[src/rtl/rp_pkg.sv]
package rp_pkg;

    // Propagation variant: linked uses write-back feed-forward/feed-back,
    // explicit uses only stage-to-stage movement plus listed paths.
    typedef enum logic {
        PM_LINKED   = 1'b0,
        PM_EXPLICIT = 1'b1
    } prop_mode_e;

    // Width of a signed stage index able to hold -1 .. n-1.
    function automatic int stall_width(input int n);
        return $clog2(n) + 1;
    endfunction

endpackage

[src/rtl/rp_next_calc.sv]
module rp_next_calc
    import rp_pkg::*;
#(
    parameter int         N    = 5,
    parameter int         DW   = 32,
    parameter int         TW   = 64,
    parameter int         RD   = 1,
    parameter int         WB   = 3,
    parameter int         NP   = 2,
    parameter int         SRC [NP] = '{3, 4},
    parameter int         DST [NP] = '{2, 2},
    parameter prop_mode_e MODE = PM_LINKED,
    parameter int         SW   = stall_width(N)
) (
    input  logic [DW-1:0]        cv_i [N],
    input  logic [TW-1:0]        ct_i [N],
    input  logic [TW-1:0]        cnt_i,
    input  logic signed [SW-1:0] stall_i,
    input  logic [N-1:0]         cur_bub_i,
    input  logic [N-1:0]         nxt_bub_i,
    input  logic [N-1:0]         wr_en_i,
    input  logic [DW-1:0]        wd_i [N],
    output logic [DW-1:0]        nv_o [N],
    output logic [TW-1:0]        nt_o [N],
    output logic                 moved_o
);

    localparam int IW = (N > 1) ? $clog2(N) : 1;
    localparam int LO = (MODE == PM_EXPLICIT) ? 1     : RD + 1;
    localparam int HI = (MODE == PM_EXPLICIT) ? N - 1 : WB;

    always_comb begin
        nv_o    = cv_i;
        nt_o    = ct_i;
        moved_o = 1'b0;

        // Write-back feed-forward and feed-back, linked mode only.
        if (MODE == PM_LINKED && !cur_bub_i[IW'(WB)]) begin
            for (int i = WB + 1; i < N; i++) begin
                if (ct_i[WB] >= ct_i[i]) begin
                    nv_o[i] = cv_i[WB];
                    nt_o[i] = ct_i[WB];
                    moved_o = 1'b1;
                end
            end
            for (int i = 0; i <= RD; i++) begin
                if (ct_i[WB] >= ct_i[i]) begin
                    nv_o[i] = cv_i[WB];
                    nt_o[i] = ct_i[WB];
                    moved_o = 1'b1;
                end
            end
        end

        // Step-wise forward movement with bubble clear and stall hold.
        for (int i = LO; i <= HI; i++) begin
            if (nxt_bub_i[IW'(i)]) begin
                nv_o[i] = '0;
                nt_o[i] = '0;
            end else if (i > int'(stall_i) && ct_i[i-1] >= ct_i[i]) begin
                nv_o[i] = cv_i[i-1];
                nt_o[i] = ct_i[i-1];
                moved_o = 1'b1;
            end
        end

        // Forwarding paths, lowest priority first so entry 0 lands last.
        for (int p = NP - 1; p >= 0; p--) begin
            if (!cur_bub_i[IW'(SRC[p])] && ct_i[SRC[p]] >= nt_o[DST[p]]) begin
                nv_o[DST[p]] = cv_i[SRC[p]];
                nt_o[DST[p]] = ct_i[SRC[p]];
                moved_o      = 1'b1;
            end
        end

        // Stage writes override everything above.
        for (int i = 0; i < N; i++) begin
            if (wr_en_i[IW'(i)]) begin
                nv_o[i] = wd_i[i];
                nt_o[i] = cnt_i;
            end
        end
    end

endmodule

[config.mk]
export PLATFORM = sky130hd
export DESIGN_NAME = rp_next_calc
export DESIGN_NICKNAME = d
export VERILOG_FILES = /design/src/rtl/rp_pkg.sv /design/src/rtl/rp_next_calc.sv
export SDC_FILE = /design/constraint.sdc
export NUM_CORES = 1
export LEC_CHECK = 0
export ABC_AREA = 0
export BUFFER_PORTS_ARGS = -buffer_cell sky130_fd_sc_hd__buf_4
export CAP_MARGIN = 20
export CORE_AREA = 2 2 472 474
export DETAILED_ROUTE_END_ITERATION = 10
export DIE_AREA = 0 0 474 476
export GPL_ROUTABILITY_DRIVEN = 0
export GPL_TIMING_DRIVEN = 0
export SYNTH_ARGS = -nofsm -noshare
export SYNTH_HDL_FRONTEND = slang
export SYNTH_SLANG_ARGS = --single-unit
[constraint.sdc]
create_clock -name vclk -period 5.9
set_clock_uncertainty 0.15 [all_clocks]
set_input_delay 0.295 -clock vclk [all_inputs]
set_output_delay 0.295 -clock vclk [all_outputs]
set_load 0.02 [all_outputs]
== Word level (Yosys, flattened, before mapping) ==
Index checks and enable logic that the tools add are counted.

* Mux-type cells: 37
* Reduce and logical (&&, ||, !) cells: 4
* $lt $le $gt $ge: 8

{| class="wikitable"
|+ Operators by type and width
! kind !! count
|-
| 64-bit 2-to-1 mux || 14
|-
| 32-bit 2-to-1 mux || 13
|-
| 64-bit >= comparator || 6
|-
| 128-bit 2-to-1 mux || 1
|-
| 1-bit 2-to-1 mux || 9
|-
| 3-bit by 4-bit greater-than comparator with 1-bit output (first input constant) || 2
|-
| 1-bit logical AND || 3
|-
| 1-bit logical NOT || 1
|}

* Output and inout port bits: 481
* Register bits: 0
* Input bits: 723
* Logic and storage cells: 49

== Logic depth before layout (Yosys ltp) ==
* Depth after elaboration: 10
* Depth in mapped cells: 23
* Mapped depth without buffers: 18

== Worst setup path after synthesis ==
OpenSTA, ideal clock, no wires.

* Kind: input port to output port
* Start point: input ct_i[187] (netlist name)
* End point: output nt_o[144] (netlist name)
* Stages: 22
* Path buffers: 5
* Slack: 0.652 ns
* Data required time: 5.455 ns
* Data arrival time: 4.803 ns
* Cell sequence: inv_1 > ha_1 > a211oi_1 > nor2_1 > a2111oi_0 > nor2_1 > o2111ai_1 > o211ai_1 > buf_2 > buf_2 > buf_2 > mux2i_1 > ha_1 > a2111o_1 > a31oi_1 > o211ai_1 > a211oi_1 > o211ai_2 > or2_0 > clkbuf_2 > clkbuf_1 > o21ai_0

{| class="wikitable"
|+ RTL lines
! item !! RTL line !! source
|-
| start: declaration || rp_next_calc.sv:16 || <nowiki>input logic [TW-1:0] ct_i [N],</nowiki>
|-
| end: declaration || rp_next_calc.sv:24 || <nowiki>output logic [TW-1:0] nt_o [N],</nowiki>
|}

==> flow_summary.html <==
<table>
<tr><th>Metric</th><th>Value</th></tr>
<tr><th colspan="2">Timing</th></tr>
<tr><td>Setup Total Neg Slack</td><td>-61.02 ns</td></tr>
<tr><td>Period Utilization, post-route</td><td>113%</td></tr>
<tr><td>Final worst hold slack</td><td>0.757 ns</td></tr>
<tr><td>Setup-violating endpoint count in the final report</td><td>97</td></tr>
<tr><td>Final critical path time including I/O delays and setup</td><td>6.67 ns</td></tr>
<tr><td>Slew Limit Fails</td><td>0</td></tr>
<tr><td>Slew @ Worst Pin</td><td>1.13 ns</td></tr>
<tr><td>Highest clock frequency the design can meet</td><td>0.150 GHz</td></tr>
<tr><td>Post-route worst setup slack</td><td>-0.770 ns</td></tr>
<tr><td>Final hold vios</td><td>0</td></tr>
<tr><td>Slew Limit Headroom</td><td>24.8%</td></tr>
<tr><td>Unrepaired setup endpoints after global routing</td><td>yes</td></tr>
<tr><th colspan="2">Logic synthesis</th></tr>
<tr><td>Synth unique cells</td><td>57</td></tr>
<tr><td>Synth top area share</td><td>24.0%</td></tr>
<tr><td>Post-synthesis cell count</td><td>2,838</td></tr>
<tr><td>Sequential-to-total area share from yosys stat</td><td>0%</td></tr>
<tr><td>Number of nets in the synthesized netlist</td><td>3,945</td></tr>
<tr><td>Synthesized cell area</td><td>20,000 sq um</td></tr>
<tr><td>Yosys top cell by area</td><td>ha_1</td></tr>
<tr><td>Post-synthesis average cell area</td><td>7.04 sq um</td></tr>
<tr><td>Cell types with the largest area share after synthesis</td><td>ha_1, mux2i_1, mux2_2</td></tr>
<tr><td>Synth warnings</td><td>0</td></tr>
<tr><th colspan="2">Worst setup path</th></tr>
<tr><td>Data arrival time of the critical path</td><td>6.23 ns</td></tr>
<tr><td>Class of the most critical setup path</td><td>in -&gt; out</td></tr>
<tr><td>WP data required</td><td>5.45 ns</td></tr>
<tr><td>Top cell family by delay on the critical path</td><td>compound AO/OA/AOI/OAI gates</td></tr>
<tr><td>Cell with the most instances on the worst path</td><td>o211ai_1</td></tr>
<tr><td>Ordered list of cells on the worst path</td><td>buf_8, inv_6, ha_4, nand2b_4, a2111o_1, a311oi_4, o21ai_4, a31oi_4, o211ai_1, buf_6, buf_12, buf_16, mux2i_4, ha_1, a2111o_1, a31oi_4, o211ai_1, a211oi_4, o211ai_4, clkbuf_16, or3_4, buf_8, o211ai_1, buf_4</td></tr>
<tr><td>Delay of the slowest cell on the worst path</td><td>0.47 ns</td></tr>
<tr><td>Category of the worst setup path capture point</td><td>primary output</td></tr>
<tr><td>Critical path launch point type</td><td>input pin</td></tr>
<tr><td>Top fanout value on the critical path</td><td>6</td></tr>
<tr><td>CP bufs+invs</td><td>8</td></tr>
<tr><td>Slowest stage cell, crit path</td><td>a2111o_1</td></tr>
<tr><th colspan="2">Drt</th></tr>
<tr><td>DRC violation count after routing</td><td>0</td></tr>
<tr><td>Detailed-route vias per instance</td><td>4.05</td></tr>
<tr><td>First-pass DRT Iterations</td><td>6</td></tr>
<tr><td>Number of vias after detailed routing</td><td>28,900</td></tr>
<tr><td>Remaining number of nets flagged by the antenna check after routing</td><td>0</td></tr>
<tr><td>Post-detailed-routing wire length</td><td>262,000 um</td></tr>
<tr><td>Average wire per cell in the routed design</td><td>36.8 um</td></tr>
<tr><td>DRT iter0 DRCs</td><td>2,309</td></tr>
<tr><th colspan="2">Final layout</th></tr>
<tr><td>Sequential cell count of the final layout</td><td>0</td></tr>
<tr><td>Net count of the finished layout</td><td>5,169</td></tr>
<tr><td>Count of clock-net buffers in the final layout</td><td>0</td></tr>
<tr><td>Top library cells by usage in the layout, fill and taps aside</td><td>buf_4, mux2i_1, ha_1, inv_1, nand2_1</td></tr>
<tr><td>Layout cell share with drive strength beyond 1</td><td>39.6%</td></tr>
<tr><td>Fill cells</td><td>25,500</td></tr>
<tr><td>Layout overhead on the synthesized area</td><td>75.8%</td></tr>
<tr><td>Sequential Area</td><td>0 sq um</td></tr>
<tr><td>Most common cell after layout, fill and taps aside</td><td>buf_4</td></tr>
<tr><th colspan="2">Place</th></tr>
<tr><td>Detailed-placement wirelength estimate</td><td>236,000 um</td></tr>
<tr><td>Port buffer count</td><td>1,161</td></tr>
<tr><th colspan="2">Global routing</th></tr>
<tr><td>Overall routing resource usage</td><td>21.9%</td></tr>
<tr><td>Final global-route overflow total</td><td>0</td></tr>
<tr><td>Antenna violations before repair</td><td>181</td></tr>
<tr><td>Largest net degree at the start of global routing</td><td>11</td></tr>
<tr><td>First-pass GRT wire length</td><td>315,000 um</td></tr>
<tr><td>Vias in the first global route</td><td>27,400</td></tr>
<tr><th colspan="2">Die</th></tr>
<tr><td>Height of the die</td><td>476 um</td></tr>
<tr><td>Standard-cell rows</td><td>173</td></tr>
<tr><td>Die span in x</td><td>474 um</td></tr>
<tr><td>Core Footprint</td><td>221,000 sq um</td></tr>
<tr><td>Die Outline Area</td><td>226,000 sq um</td></tr>
<tr><td>Initial Util</td><td>9.05%</td></tr>
<tr><td>Boundary pin count</td><td>1,204</td></tr>
<tr><th colspan="2">Job</th></tr>
<tr><td>Number of max-cap violations</td><td>0</td></tr>
<tr><th colspan="2">Power</th></tr>
<tr><td>Leakage power</td><td>16.5 nW</td></tr>
<tr><td>Worst vdd rail ir drop</td><td>0.0000442 V</td></tr>
<tr><td>Power per unit of standard cell area</td><td>123 nW/um^2</td></tr>
<tr><th colspan="2">Min path</th></tr>
<tr><td>Worst Hold Endpoint</td><td>nv_o[106]</td></tr>
<tr><td>Path category of the worst min-delay check</td><td>in -&gt; out</td></tr>
<tr><td>Hold Path Stages</td><td>4</td></tr>
<tr><td>Worst hold path startpoint</td><td>wd_i[106]</td></tr>
<tr><th colspan="2">Outcome</th></tr>
<tr><td>Violated checks</td><td>setup timing</td></tr>
<tr><td>Run status</td><td>complete, but fails checks</td></tr>
</table>
==> per-stage QoR <==
step	utilization [%]	instance area (sq um)	std cells	setup WS (ns)	power (mW)
6_report	15.9	35200	7128	-0.770	4.33
3_5_place_dp	14.8	32800	6995	-3.69	4.00
4_1_cts	15.3	33800	7022	-0.937	4.16
3_3_place_gp	14.7	32400	6974	-4.94	3.95
2_1_floorplan	-	20000	2838	0.652	1.72
5_1_grt	15.9	35100	7107	-0.920	4.56
==> cell type report <==
type | instances | area, sq um | share of cell area, %
Multi-Input combinational cell | 2346 | 19000 | 54.0
Timing Repair Buffer | 1225 | 9890 | 28.1
Inverter | 327 | 1230 | 3.51
Antenna cell | 93 | 233 | 0.662
Tap cell | 2975 | 3720 | 10.6
Buffer | 162 | 1090 | 3.10
==> tightest hold or removal path, cell delays in order <==
cell and delay, ns:
buf_4 0.08, nand2_1 0.04, o21ai_0 0.06, buf_4 0.14
==> synthesized netlist by cell type (3+ instances only) <==
cell and count:
a2111oi_0 6, a211oi_1 18, a21o_1 45, a21oi_1 114, a221oi_1 11, a22oi_1 65, a311oi_1 4, a31oi_1 8
and3_1 3, and4_1 15, buf_12 4, buf_2 42, buf_4 7, buf_6 6, clkbuf_1 105, ha_1 384
inv_1 327, mux2_2 163, mux2i_1 413, nand2_1 292, nand2b_1 11, nand3_1 18, nand3b_1 32, nand4_1 55
nor2_1 236, nor2b_1 6, nor3_1 16, nor4_1 9, o2111ai_1 3, o211ai_1 47, o21a_1 4, o21ai_0 295
o21ai_1 34, o21bai_1 3, or2_2 3, or3_1 5, or4_1 3
==> cell families (layout without fill, tap and decap cells) <==
logic type,after synthesis,count (layout),share of synthesized area (%)
other cells,0,93,0
compound gates,674,674,20.0
fa+ha+maj,384,384,24.0
simple gates,712,712,15.9
buf+inv,492,1714,10.2
mux,576,576,29.9
==> repair_timing <==
item / in CTS / in global routing
gates resized for setup: 197 / 238
hold buffers: 0 / 0
setup endpoints to repair: 131 / 103
setup buffers: 27 / 11
cloned: 4 / 5
pin swaps: 42 / 30
==> per-layer routing <==
| layer | wire length, um | global-route usage, % | vias up | part of all wire [%] |
|---|---|---|---|---|
| met2 | 124000 | 36.4 | 1803 | 47 |
| met1 | 90500 | 22.5 | 13800 | 34 |
| li1 | - | - | 12800 | - |
| met4 | 21100 | 16.5 | 22 | 8.0 |
| met5 | 149 | 0 | - | 0.057 |
| met3 | 27000 | 8.06 | 526 | 10 |
==> report_power, final <==
part,switching (mW),internal (mW)
sequential,0,0
clock,0,0.00000111
combinational,2.70,1.63
total,2.70,1.63
==> how the worst max path moves through the flow <==
| stage | from | endpoint | slack, ns | depth (start not counted) |
|---|---|---|---|---|
| after floorplan | ct_i[187] | nt_o[144] | 0.65 | 22 |
| after global placement | ct_i[192] | nt_o[158] | -4.94 | 24 |
| after detailed placement | ct_i[192] | nt_o[158] | -3.69 | 26 |
| after CTS | ct_i[192] | nv_o[74] | -0.94 | 25 |
| after global routing | ct_i[154] | nt_o[128] | -0.92 | 29 |
| final | ct_i[192] | nv_o[72] | -0.77 | 24 |
No activity file was read; power rests on OpenSTA's default activity.
